--- src/rtl/pix_pack_pkg.sv ---
package pix_pack_pkg;

    typedef enum logic {
        PACK_NARROW = 1'b0,
        PACK_WIDE   = 1'b1
    } pack_mode_e;

endpackage

--- src/rtl/pix_lane_select.sv ---
module pix_lane_select
    import pix_pack_pkg::*;
#(
    parameter int IN_W       = 16,
    parameter int OUT_W      = 32,
    parameter int NARROW_W   = 8,
    parameter int NARROW_LSB = 2
) (
    input  pack_mode_e                                     mode_i,
    input  logic [$clog2(OUT_W/NARROW_W)-1:0]             lane_i,
    input  logic [IN_W-1:0]                                data_i,
    output logic [OUT_W-1:0]                               ins_mask_o,
    output logic [OUT_W-1:0]                               ins_bits_o,
    output logic                                           last_o
);
    localparam int N_NARROW = OUT_W / NARROW_W;
    localparam int N_WIDE   = OUT_W / IN_W;
    localparam int LANE_W   = $clog2(N_NARROW);

    logic [OUT_W-1:0] narrow_mask, narrow_bits;
    logic [OUT_W-1:0] wide_mask, wide_bits;

    for (genvar g = 0; g < N_NARROW; g++) begin : g_narrow
        assign narrow_mask[g*NARROW_W +: NARROW_W] = {NARROW_W{lane_i == LANE_W'(g)}};
        assign narrow_bits[g*NARROW_W +: NARROW_W] = data_i[NARROW_LSB +: NARROW_W];
    end

    for (genvar g = 0; g < N_WIDE; g++) begin : g_wide
        assign wide_mask[g*IN_W +: IN_W] = {IN_W{lane_i == LANE_W'(g)}};
        assign wide_bits[g*IN_W +: IN_W] = data_i;
    end

    always_comb begin
        if (mode_i == PACK_WIDE) begin
            ins_mask_o = wide_mask;
            ins_bits_o = wide_bits;
            last_o     = (lane_i == LANE_W'(N_WIDE - 1));
        end else begin
            ins_mask_o = narrow_mask;
            ins_bits_o = narrow_bits;
            last_o     = (lane_i == LANE_W'(N_NARROW - 1));
        end
    end

endmodule

--- src/rtl/pix_word_accum.sv ---
module pix_word_accum
    import pix_pack_pkg::*;
#(
    parameter int IN_W       = 16,
    parameter int OUT_W      = 32,
    parameter int NARROW_W   = 8,
    parameter int NARROW_LSB = 2
) (
    input  logic              clk,
    input  logic              rst_n,
    input  logic              frame_start_i,
    input  pack_mode_e        mode_i,
    input  logic              accept_i,
    input  logic [IN_W-1:0]   data_i,
    output logic [OUT_W-1:0]  word_o,
    output logic              done_o
);
    localparam int N_NARROW = OUT_W / NARROW_W;
    localparam int N_WIDE   = OUT_W / IN_W;
    localparam int LANE_W   = $clog2(N_NARROW);

    typedef struct packed {
        logic [OUT_W-1:0]  acc;
        logic [LANE_W-1:0] lane;
        pack_mode_e        mode;
    } acc_state_t;

    acc_state_t st_d, st_q;

    pack_mode_e        mode_eff;
    logic [LANE_W-1:0] lane_eff;
    logic [OUT_W-1:0]  acc_eff;
    logic [OUT_W-1:0]  ins_mask, ins_bits, merged;
    logic              is_last;

    pix_lane_select #(
        .IN_W       (IN_W),
        .OUT_W      (OUT_W),
        .NARROW_W   (NARROW_W),
        .NARROW_LSB (NARROW_LSB)
    ) u_sel (
        .mode_i     (mode_eff),
        .lane_i     (lane_eff),
        .data_i     (data_i),
        .ins_mask_o (ins_mask),
        .ins_bits_o (ins_bits),
        .last_o     (is_last)
    );

    always_comb begin
        mode_eff = frame_start_i ? mode_i : st_q.mode;
        lane_eff = frame_start_i ? '0 : st_q.lane;
        acc_eff  = frame_start_i ? '0 : st_q.acc;
        merged   = (acc_eff & ~ins_mask) | (ins_bits & ins_mask);

        st_d.mode = mode_eff;
        st_d.lane = lane_eff;
        st_d.acc  = acc_eff;
        if (accept_i) begin
            if (is_last) begin
                st_d.lane = '0;
                st_d.acc  = '0;
            end else begin
                st_d.lane = lane_eff + LANE_W'(1);
                st_d.acc  = merged;
            end
        end

        word_o = merged;
        done_o = accept_i && is_last;
    end

    always_ff @(posedge clk or negedge rst_n) begin
        if (!rst_n) begin
            st_q <= '{acc: '0, lane: '0, mode: PACK_NARROW};
        end else begin
            st_q <= st_d;
        end
    end

    // in wide mode the lane index never passes the second lane
    assert_lane_bound_R3: assert property (@(posedge clk) disable iff (!rst_n)
        (st_q.mode == PACK_WIDE) |-> (st_q.lane < LANE_W'(N_WIDE)));

    // a frame start with no sample leaves packing at the lowest lane
    assert_frame_restart_R5: assert property (@(posedge clk) disable iff (!rst_n)
        (frame_start_i && !accept_i) |=> (st_q.lane == '0));

    // the latched mode moves only on a frame start
    assert_mode_hold_R4: assert property (@(posedge clk) disable iff (!rst_n)
        !frame_start_i |=> (st_q.mode == $past(st_q.mode)));

endmodule

--- src/rtl/pix_out_stage.sv ---
module pix_out_stage #(
    parameter int OUT_W = 32
) (
    input  logic             clk,
    input  logic             rst_n,
    input  logic             load_i,
    input  logic [OUT_W-1:0] word_i,
    output logic [OUT_W-1:0] word_o,
    output logic             valid_o,
    input  logic             ready_i,
    output logic             can_load_o
);
    typedef struct packed {
        logic [OUT_W-1:0] word;
        logic             valid;
    } out_state_t;

    out_state_t st_d, st_q;

    always_comb begin
        st_d = st_q;
        if (load_i) begin
            st_d.word  = word_i;
            st_d.valid = 1'b1;
        end else if (ready_i) begin
            st_d.valid = 1'b0;
        end
        can_load_o = !st_q.valid || ready_i;
        word_o     = st_q.word;
        valid_o    = st_q.valid;
    end

    always_ff @(posedge clk or negedge rst_n) begin
        if (!rst_n) begin
            st_q <= '{word: '0, valid: 1'b0};
        end else begin
            st_q <= st_d;
        end
    end

    // a new word is never loaded over one that is still stalled
    assert_no_overflow_R6: assert property (@(posedge clk) disable iff (!rst_n)
        load_i |-> (!valid_o || ready_i));

    // a stalled word stays put
    assert_hold_stable_R6: assert property (@(posedge clk) disable iff (!rst_n)
        (valid_o && !ready_i) |=> (valid_o && $stable(word_o)));

endmodule

--- src/rtl/pix_pack_bridge.sv ---
module pix_pack_bridge
    import pix_pack_pkg::*;
#(
    parameter int IN_W       = 16,
    parameter int OUT_W      = 32,
    parameter int NARROW_W   = 8,
    parameter int NARROW_LSB = 2
) (
    input  logic             clk,
    input  logic             rst_n,
    input  logic             frame_start_i,
    input  logic             mode_i,
    input  logic             smp_valid_i,
    input  logic [IN_W-1:0]  smp_data_i,
    output logic             smp_ready_o,
    output logic [OUT_W-1:0] word_o,
    output logic             word_valid_o,
    input  logic             word_ready_i
);
    logic             accept;
    logic             done;
    logic             can_load;
    logic [OUT_W-1:0] packed_word;

    assign smp_ready_o = can_load;
    assign accept      = smp_valid_i && can_load;

    pix_word_accum #(
        .IN_W       (IN_W),
        .OUT_W      (OUT_W),
        .NARROW_W   (NARROW_W),
        .NARROW_LSB (NARROW_LSB)
    ) u_accum (
        .clk           (clk),
        .rst_n         (rst_n),
        .frame_start_i (frame_start_i),
        .mode_i        (pack_mode_e'(mode_i)),
        .accept_i      (accept),
        .data_i        (smp_data_i),
        .word_o        (packed_word),
        .done_o        (done)
    );

    pix_out_stage #(
        .OUT_W (OUT_W)
    ) u_out (
        .clk        (clk),
        .rst_n      (rst_n),
        .load_i     (done),
        .word_i     (packed_word),
        .word_o     (word_o),
        .valid_o    (word_valid_o),
        .ready_i    (word_ready_i),
        .can_load_o (can_load)
    );

    // input is held off while the output is stalled
    assert_stall_blocks_input_R6: assert property (@(posedge clk) disable iff (!rst_n)
        (word_valid_o && !word_ready_i) |-> !smp_ready_o);

    // a word appears only right after an accepted sample
    assert_word_after_accept_R8: assert property (@(posedge clk) disable iff (!rst_n)
        $rose(word_valid_o) |-> $past(smp_valid_i && smp_ready_o));

endmodule

--- config.mk ---
export PLATFORM = sky130hd
export DESIGN_NAME = pix_pack_bridge
export DESIGN_NICKNAME = d
export VERILOG_FILES = /design/src/rtl/pix_pack_pkg.sv /design/src/rtl/pix_lane_select.sv /design/src/rtl/pix_word_accum.sv /design/src/rtl/pix_out_stage.sv /design/src/rtl/pix_pack_bridge.sv
export SDC_FILE = /design/constraint.sdc
export NUM_CORES = 1
export LEC_CHECK = 0
export ABC_AREA = 1
export ABC_CLOCK_PERIOD_IN_PS = 2800
export BUFFER_PORTS_ARGS = -buffer_cell sky130_fd_sc_hd__buf_2
export CAP_MARGIN = 20
export CORE_ASPECT_RATIO = 1.1
export CORE_MARGIN = 2
export CORE_UTILIZATION = 63
export DETAILED_ROUTE_END_ITERATION = 8
export PLACE_DENSITY = 0.87
export SYNTH_ARGS = -nofsm -noshare
export SYNTH_HDL_FRONTEND = slang
export SYNTH_HIERARCHICAL = 1
export SYNTH_SLANG_ARGS = --single-unit
export TNS_END_PERCENT = 30
--- constraint.sdc ---
create_clock -name clk -period 2.8 [get_ports clk]
set_input_delay 0.28 -clock clk [delete_from_list [all_inputs] [get_ports clk]]
set_output_delay 0.28 -clock clk [all_outputs]
set_load 0.05 [all_outputs]
==> results of run 1 <==
## power by group
| part | internal [mW] | switching [mW] | leakage [nW] |
|---|---|---|---|
| logic | 0.346 | 1.07 | 1.67 |
| clock network | 0.459 | 0.384 | 0.0938 |
| registers | 1.21 | 0.121 | 0.899 |
## state kept, by name (all words and copies together) (netlist names)
| register | cells |
|---|---|
| u_accum/st_q | 35 |
| u_out/valid_o | 1 |
| u_out/word_o | 32 |
## worst max-delay path: cells and delay by family, from the launching register on
kind                   cells  cell delay (ns)
buffers and inverters      2             0.39
DFF                        1             0.33
and+or+nand+nor            7             1.30
## layout by cell type, fill, tap and decap left out, drive strengths merged
| master | netlist | routed |
|---|---|---|
| and2 | 32 | 32 |
| buf | 60 | 64 |
| bufinv | 0 | 1 |
| clkbuf | 8 | 11 |
| clkinvlp | 0 | 4 |
| dfrtp | 68 | 68 |
| dlygate4sd3 | 0 | 1 |
| inv | 76 | 76 |
| nand2 | 279 | 279 |
| nand3 | 69 | 69 |
| nor2 | 4 | 4 |
| o21a | 1 | 1 |
## repair_timing
item | in CTS | in global routing
gates resized for setup | 0 | 0
hold endpoints to repair | 17 | 0
setup endpoints to repair | 0 | 0
hold buffers | 1 | 0
## worst min-delay path by stage
stage,from,endpoint,slack (ns),depth (start not counted)
2_1_floorplan,rst_n,u_accum/st_q[0]$_DFF_PN0_,-0.02,0
3_3_place_gp,rst_n,u_out/word_o[27]$_DFFE_PN0P_,0.24,1
3_5_place_dp,rst_n,u_out/word_o[25]$_DFFE_PN0P_,0.24,1
4_1_cts,word_ready_i,u_out/valid_o$_DFFE_PN0P_,0.19,4
5_1_grt,word_ready_i,u_out/valid_o$_DFFE_PN0P_,0.24,4
6_report,word_ready_i,u_out/valid_o$_DFFE_PN0P_,0.20,4
## per-layer routing
layer	share of wire	vias up	GRT usage	wire length, um
met3	0.057	22	0.05000	506
met1	0.45	1633	0.3637	3963
met2	0.47	117	0.3918	4122
li1	-	1751	-	-
met5	0	-	0	0
met4	0.025	0	0.1107	219
## through the flow
stage	instance area [um2]	std cells	util	power (mW)	worst slack (ns)
6_report	4365	692	0.6620	3.590	0.7195
3_5_place_dp	4144	675	0.6285	2.760	0.4283
3_3_place_gp	4144	675	0.6285	2.720	0.5847
5_1_grt	4365	692	0.6620	3.805	0.5419
4_1_cts	4365	692	0.6620	3.611	0.7599
2_1_floorplan	4300	597	-	2.559	0.9000
## cells by family after synthesis
| family | Yosys count |
|---|---|
| and+or+nand+nor | 384 |
| DFF | 68 |
| buffers and inverters | 144 |
| AOI/OAI and AO/OA | 1 |
## area by class of cell
type                       count  area, um2
tap                           82      102.6
sequential                    68       1702
clock inverter                 5      60.06
fill                         593       2228
timing repair buffer          65      352.8
clock buffer                  11      151.4
inverter                      76      292.8
multi-input combinational    385       1704
==> out/metrics.yaml, run 1 <==
synth_cell_types: 17
muxShareOfSynthArea: 0
yosysMostFrequentCell: "nand2_1"
core_area_mm2: 0.006594
synth_area_mm2: 0.004300
cts_buffers: 9
yosysWarnings: 6
tns_ns: 0
cp_cell_sequence: "nand2_1 -> nand2_1 -> inv_2 -> nand3_1 -> nand2_1 -> buf_4 -> nor2_8 -> nand3_1 -> nand2_1"
cts_tree: "done"
power.density_mw_per_mm2: 822.3
yosys.area.top_type_share: 0.3957
grt_usage: 0.2600
hpwlAfterDp_um: 6238
antenna_found_initial: 0
start_util: 0.6522
first_global_vias: 3251
startpoint: "u_accum/st_q[0]$_DFF_PN0_"
drt-total-wl_um: 8811
clock_path_buffers: 2
gp_congestion: 0.9403
critPathKind: "reg -> reg"
synth-simple-area-share: 0.3945
ios: 56
p_leak_nw: 2.666
timing.hold.ws_ns: 0.1971
rr_worst_depth: 9
synth_compound_area_frac: 0.001746
outcome: "completed"
root_buffer: "clkbuf_8"
hold_class: "in -> reg"
grt-ovfl-total: 0
setup_viol: 0
r2r_start: "u_accum/st_q[0]$_DFF_PN0_"
cp_data_arrival_time_ns: 2.37
drt_iter0_drc: 251
dieArea_mm2: 0.007504
avgSynthCellArea_um2: 7.203
ys_async_sr_fraction: 1.000
worst_setup_path_end_kind: "flip-flop"
cp.required_ns: 3.08
diodes: 0
grt_max_degree: 34
grt_pass1_wl_um: 15020
skew_ns: 0.007746
synth_area_leaders: "dfrtp_1 40%, nand2_1 24%, buf_4 8.2%, nand3_1 6.9%, inv_1 6.3%"
clk_pin_slew_worst_paths_ns: 0.08
worst_pin_slew_ns: 0.6476
synth-adder-area-share: 0
cts_sinks: 68
clk_latency_ns: 0.35
synth_top_family_by_area: "simple AND/OR/NAND/NOR gates"
synth.top_cells.by_count: "270 x nand2_1, 72 x inv_1, 68 x dfrtp_1"
start_kind: "flip-flop"
synth_area_leader_cell: "dfrtp_1"
drc: 0
r2r-end: "u_accum/st_q[9]$_DFF_PN0_"
min_period_over_period: 0.7430
syn_inst: 597
yosys_most_used_dff: "dfrtp_1"
via_count: 3523
ys_ff_latch: 68
yosysSeqAreaShare: 0.3957
fmax_ghz: 0.4807
drtAntennaViolNets: 0
port_buffers: 55
finalHoldViolCount: 0
ir_worst_vdd_mv: 0.5097
htreeDepth: 3
syn_nets: 619
cp-endpoint: "u_accum/st_q[9]$_DFF_PN0_"
crit_top_cell: "nand2_1"
slowest_delay_ns: 0.48
fin_nets: 627
die-height_um: 90.65
slew_headroom: 0.5676
grt_setup_unrepaired: "false"
drt_pre_antenna_iters: 6
final_layout_size_suffix_gt1_frac: 0.1705
r2r_slack_ns: 0.72
row_count: 31
crit_slowest_cell: "nor2_8"
synth_edf_count: 0
worstPathMaxFanout: 33
synth-xor-area-share: 0
cap_violations: 0
dieWidth_um: 82.78
via_per_inst: 5.091
period_minus_slack_ns: 2.080
cts_setup_buffers: 0
wl_per_cell_um: 12.73
area.growth.synth_to_final_pct: 1.513
final-max-slew-violation-count: 0
(Power assumes the default switching activity.)
==> run 2, diff against run 1 <==
ABC_CLOCK_PERIOD_IN_PS = 1800   (was 2800)
CORE_UTILIZATION = 53   (was 63)
PLACE_DENSITY = 0.78   (was 0.87)
clock period = 1.8 ns   (was 2.8 ns; I/O delays follow)
==> run 2 against run 1 <==
Clock power grew 28%. Core utilization is 9.9 points lower. Non-clock buffer count rose by 7. Fmax is 25% higher. Sequential share of layout area shrank 0.81 points. Wire length up 4.0%. Critical endpoint is now u_accum/st_q[25]$_DFF_PN0_.
==> out/metrics.yaml, run 2 (synthesis results as in run 1) <==
outcome: "completed"
min_period_over_period: 0.9237  # +0.1807
p_seq_frac: 0.385  # +0.013
dieWidth_um: 89.89  # +8.6%
p_leak_nw: 2.709  # +1.6%
hpwlAfterDp_um: 6613  # +6.0%
port_buffers: 55  # unchanged
cts_buffers: 9  # unchanged
fill_cells: 786  # +33%
worst_setup_path_end_kind: "flip-flop"
r2r_start: "u_accum/st_q[2]$_DFF_PN0_"
drc: 0  # unchanged
finalHoldViolCount: 0  # unchanged
skew_ns: 0.009564  # +0.001818 ns
critPathKind: "reg -> reg"
final_layout_size_suffix_gt1_frac: 0.1750  # +0.004549
grt_max_degree: 69  # +100%
antenna_found_initial: 0  # unchanged
gp_congestion: 0.9362  # -0.44%
cts_tree: "done"
clock_path_buffers: 2  # unchanged
diodes: 0  # unchanged
clkPwrFrac: 0.200  # -0.035
hold_class: "in -> reg"
htreeDepth: 3  # unchanged
mostFrequentLayoutCells: "269 x nand2_1, 72 x inv_1, 68 x dfrtp_1"
regMostFlops: "u_accum/st_q"
grt_pass1_wl_um: 16210  # +7.9%
r2r-end: "u_accum/st_q[25]$_DFF_PN0_"
ios: 56  # unchanged
hold_path.startpoint: "word_ready_i"
placed_cell_area_mm2: 0.004282  # +3.3%
row_count: 34  # +9.7%
slew_headroom: 0.7060  # +0.1384
drtAntennaViolNets: 0  # unchanged
core_area_mm2: 0.007913  # +20%
dieArea_mm2: 0.008851  # +18%
worst_pin_slew_ns: 0.4410  # -0.2066 ns
die-height_um: 98.48  # +8.6%
p_switching_mw: 2.395  # +53%
drt-total-wl_um: 9162  # +4.0%
cts_setup_buffers: 0  # unchanged
fmax_ghz: 0.6015  # +25%
power.density_mw_per_mm2: 1212  # +47%
period_minus_slack_ns: 1.663  # -0.4179 ns
final-max-slew-violation-count: 0  # unchanged
post-place-ws_ns: 0.1445  # -0.2838 ns
via_count: 3454  # -2.0%
rr_worst_depth: 10  # +1
cp.required_ns: 2.08  # -1.00 ns
start_util: 0.5435  # -0.1087
cts_sinks: 68  # unchanged
switching_share: 0.4433  # +0.005832
worst_path_dominant_cell_family: "simple AND/OR/NAND/NOR gates"
start_kind: "flip-flop"
crit_top_cell: "nand2_1"
area.growth.synth_to_final_pct: 3.666
via_per_inst: 4.764  # -6.4%
fin_nets: 634  # +1.1%
wl_per_cell_um: 12.64  # -0.75%
final_common_cell: "nand2_1"
clk_pin_slew_worst_paths_ns: 0.07  # about the same
final_cell_area_mm2: 0.004458  # +2.1%
crit_slowest_cell: "dfrtp_1"
first_global_vias: 3427  # +5.4%
drt_iter0_drc: 252  # +0.40%
cp_cell_sequence: "nand2_1 -> inv_1 -> inv_1 -> nand3_1 -> nand2_1 -> buf_12 -> nor2_8 -> buf_4 -> nand3_2 -> nand2_1"
tns_ns: 0  # unchanged
hold_depth: 4  # unchanged
worstPathMaxFanout: 17  # -48%
drt_pre_antenna_iters: 4  # -2
largest_register_ffs: 35  # unchanged
combinationalPowerShare: 0.415  # +0.022
r2r_slack_ns: 0.14  # -0.58 ns
slowest_delay_ns: 0.36  # -0.12 ns
grt_setup_unrepaired: "false"
setup_viol: 0  # unchanged
grt_usage: 0.2281  # -0.03191
grt-ovfl-total: 0  # unchanged
ir_worst_vdd_mv: 0.7789  # +53%
fin_ws_ns: 0.1374  # -0.5821 ns
root_buffer: "clkbuf_8"
internal_power_mw: 3.008  # +49%
clk_latency_ns: 0.35  # about the same
cp_data_arrival_time_ns: 1.95  # -0.42 ns
cap_violations: 0  # unchanged
hold_end: "u_out/valid_o$_DFFE_PN0P_"
critPathBufInv: 4  # +2
run 2: worst max path at each step:
stage,cells after the start,endpoint,slack [ns],from
2_1_floorplan,14,u_out/word_o[19]$_DFFE_PN0P_,0.06,frame_start_i
3_3_place_gp,11,u_out/word_o[22]$_DFFE_PN0P_,0.20,u_accum/st_q[0]$_DFF_PN0_
3_5_place_dp,12,u_accum/st_q[15]$_DFF_PN0_,0.14,frame_start_i
4_1_cts,11,u_out/word_o[22]$_DFFE_PN0P_,0.14,u_accum/st_q[0]$_DFF_PN0_
5_1_grt,11,u_out/word_o[13]$_DFFE_PN0P_,0.02,u_accum/st_q[0]$_DFF_PN0_
6_report,10,u_accum/st_q[25]$_DFF_PN0_,0.14,u_accum/st_q[2]$_DFF_PN0_
run 2: layout make-up:
cell class                 instances  area, um2  area share
sequential                        68       1702      0.3817
clock inverter                     2      10.01    0.002245
clock buffer                      14      152.6     0.03424
tap                              108      135.1     0.03031
multi-input combinational        385       1707      0.3828
timing repair buffer              72      459.2      0.1030
inverter                          76      292.8     0.06567
run 2: per-layer routing:
metal  global-route usage  part of all wire  wire (um)
met5                    0                 0          0
met4              0.08402             0.019        174
met3              0.04281             0.046        425
met2               0.3677              0.47       4340
met1               0.3107              0.46       4222
run 2: through the flow:
step,power (mW),instances,hold WS (ns),utilization
detailed placement,4.357,708,0.2348,0.5411
global placement,4.307,708,0.2340,0.5411
floorplan,3.981,597,-0.1156,-
global route,5.740,725,0.1156,0.5634
finish,5.403,725,0.08396,0.5634
CTS,5.457,725,0.06596,0.5629
run 2: power by group through the flow:
stage	Clock [mW]	Combinational [mW]	Sequential, mW
3_3_place_gp	0	2.21	2.09
5_1_grt	1.18	2.43	2.13
6_report	1.08	2.24	2.08
3_5_place_dp	0	2.25	2.10
2_1_floorplan	0	0.980	3.00
4_1_cts	1.11	2.26	2.08
run 2: worst reg2reg max path, stage by stage (launching register included):
cell     delay [ns]
dfrtp_1        0.36
nand2_1        0.08
inv_1          0.11
inv_1          0.07
nand3_1        0.08
nand2_1        0.10
buf_12         0.17
nor2_8         0.28
buf_4          0.21
nand3_2        0.08
nand2_1        0.06
run 2: what timing repair did:
item,in CTS,in global routing
endpoints found under the setup margin,0,3
hold buffers,1,0
resized for setup,0,1
hold endpoints to repair,68,0
==> run 3, diff against run 2 <==
CORE_UTILIZATION = 54   (was 53)
CTS_BUF_LIST = sky130_fd_sc_hd__clkbuf_4 sky130_fd_sc_hd__clkbuf_8   (was default)
PLACE_DENSITY = 0.79   (was 0.78)
==> run 3 against run 2 <==
Cell count shrank 0.28%. Register-to-register slack lost 0.06 ns. Core utilization grew 0.56 points. Via count grew 3.3%. Clock skew grew 0.0019 ns. Largest power group unchanged. First-iteration DRC count grew 9.9%.
==> out/metrics.yaml, run 3 (synthesis results as in run 1) <==
outcome: "completed"
dieWidth_um: 89.09  # -0.89%
ios: 56  # unchanged
cts_sinks: 68  # unchanged
finalHoldViolCount: 0  # unchanged
htreeDepth: 3  # unchanged
worstPathMaxFanout: 18  # +1
hpwlAfterDp_um: 6102  # -7.7%
root_buffer: "clkbuf_8"
largest_register_ffs: 35  # unchanged
start_util: 0.5494  # +0.005907
grt-ovfl-total: 0  # unchanged
via_count: 3567  # +3.3%
drc: 0  # unchanged
grt_usage: 0.2227  # -0.005390
clk_pin_slew_worst_paths_ns: 0.07  # about the same
cap_violations: 0  # unchanged
rr_worst_depth: 9  # -1
regMostFlops: "u_accum/st_q"
setup_viol: 0  # unchanged
fin_nets: 632  # -0.32%
cts_buffers: 9  # unchanged
hold_class: "in -> reg"
via_per_inst: 4.934  # +3.6%
r2r_slack_ns: 0.08  # -0.06 ns
first_global_vias: 3316  # -3.2%
cts_setup_buffers: 0  # unchanged
slew_headroom: 0.6091  # -0.09689
final_common_cell: "nand2_1"
post-place-ws_ns: 0.01165  # -0.1328 ns
drtAntennaViolNets: 0  # unchanged
fmax_ghz: 0.5805  # -3.5%
cts_tree: "done"
min_period_over_period: 0.9571  # +0.03339
worst_pin_slew_ns: 0.5849  # +0.1439 ns
critPathKind: "reg -> reg"
r2r-end: "u_accum/st_q[24]$_DFF_PN0_"
dieArea_mm2: 0.008694  # -1.8%
wl_per_cell_um: 12.49  # -1.2%
cp-endpoint: "u_accum/st_q[24]$_DFF_PN0_"
final_layout_size_suffix_gt1_frac: 0.1837  # +0.008699
startpoint: "u_accum/st_q[2]$_DFF_PN0_"
row_count: 34  # unchanged
cp.required_ns: 2.08  # about the same
start_kind: "flip-flop"
utilization: 0.5691  # +0.005645
grt_pass1_wl_um: 15220  # -6.1%
drt_pre_antenna_iters: 5  # +1
skew_ns: 0.01147  # +0.001909 ns
drt-total-wl_um: 9028  # -1.5%
clock_path_buffers: 2  # unchanged
gp_congestion: 0.9538  # +1.9%
die-height_um: 97.60  # -0.89%
cp_data_arrival_time_ns: 2.00  # +0.05 ns
port_buffers: 55  # unchanged
final-max-slew-violation-count: 0  # unchanged
power.density_mw_per_mm2: 1224  # +1.0%
power_mw: 5.453  # +0.93%
period_minus_slack_ns: 1.723  # +0.06011 ns
core_area_mm2: 0.007828  # -1.1%
mostFrequentLayoutCells: "267 x nand2_1, 71 x inv_1, 68 x dfrtp_1"
drt_iter0_drc: 277  # +9.9%
tns_ns: 0  # unchanged
grt_setup_unrepaired: "true"
ir_worst_vdd_mv: 0.7699  # -1.2%
antenna_found_initial: 0  # unchanged
r2r_start: "u_accum/st_q[2]$_DFF_PN0_"
grt_max_degree: 69  # unchanged
worst_setup_path_end_kind: "flip-flop"
fin_ws_ns: 0.07725  # -0.06011 ns
diodes: 0  # unchanged
area.growth.synth_to_final_pct: 3.579  # about the same
clk_latency_ns: 0.34  # about the same
p_leak_nw: 2.695  # -0.53%
run 3: cell count changes in the layout (fill, tap and decap cells not counted):
cell,change
inv_2,+1
nand2_2,+2
nand2_1,-2
buf_12,-1
clkinvlp_4,+2
clkbuf_4,+2
nor2_4,+1
clkbuf_1,-4
buf_4,-2
inv_1,-1
run 3: cell type report:
| cell class | count | area (um2) |
|---|---|---|
| Fill cell | 761 | 3373 |
| Clock inverter | 4 | 25.02 |
| Inverter | 76 | 292.8 |
| Timing Repair Buffer | 69 | 424.2 |
| Sequential cell | 68 | 1702 |
| Multi-Input combinational cell | 386 | 1723 |
| Clock buffer | 12 | 152.6 |
| Tap cell | 108 | 135.1 |
run 3: per-stage QoR:
step	hold WS [ns]	std cells	instance area (um2)
2_1_floorplan	-0.1156	597	4303
3_3_place_gp	0.2289	705	4247
3_5_place_dp	0.2352	705	4247
4_1_cts	0.08556	722	4434
5_1_grt	0.08700	723	4454
6_report	0.09409	723	4454
run 3: how the worst min path moves through the flow:
stage	to	slack, ns	cells after the start	from
after floorplan	u_accum/st_q[0]$_DFF_PN0_	-0.12	0	rst_n
after global placement	u_out/word_o[30]$_DFFE_PN0P_	0.23	2	rst_n
after detailed placement	u_out/word_o[29]$_DFFE_PN0P_	0.24	2	rst_n
after CTS	u_out/valid_o$_DFFE_PN0P_	0.09	4	word_ready_i
after global routing	u_out/valid_o$_DFFE_PN0P_	0.09	4	word_ready_i
final	u_out/valid_o$_DFFE_PN0P_	0.09	4	word_ready_i
run 3: power by group:
| group | switching [mW] | total (mW) | internal (mW) |
|---|---|---|---|
| Sequential | 0.192 | 2.08 | 1.89 |
| Combinational | 1.67 | 2.24 | 0.575 |
| Clock | 0.567 | 1.13 | 0.564 |
run 3: what timing repair did:
item                       CTS  global route
setup endpoints to repair    0            54
resized for setup            0             4
hold endpoints to repair    68             0
hold buffers                 1             0
run 3: worst max-delay path, cell delays in order (launching register included):
cell	delay (ns)
dfrtp_1	0.37
nand2_2	0.07
inv_2	0.08
inv_1	0.06
nand3_1	0.12
nand2_2	0.09
buf_12	0.16
nor2_4	0.46
nand3_1	0.14
nand2_1	0.09
run 3: metal layers:
| metal | GRT usage | routed length (um) | share of wire |
|---|---|---|---|
| met1 | 0.3202 | 4046 | 0.45 |
| met2 | 0.3293 | 4116 | 0.46 |
| met5 | 0 | 0 | 0 |
| met3 | 0.04333 | 626 | 0.069 |
| met4 | 0.08726 | 239 | 0.026 |
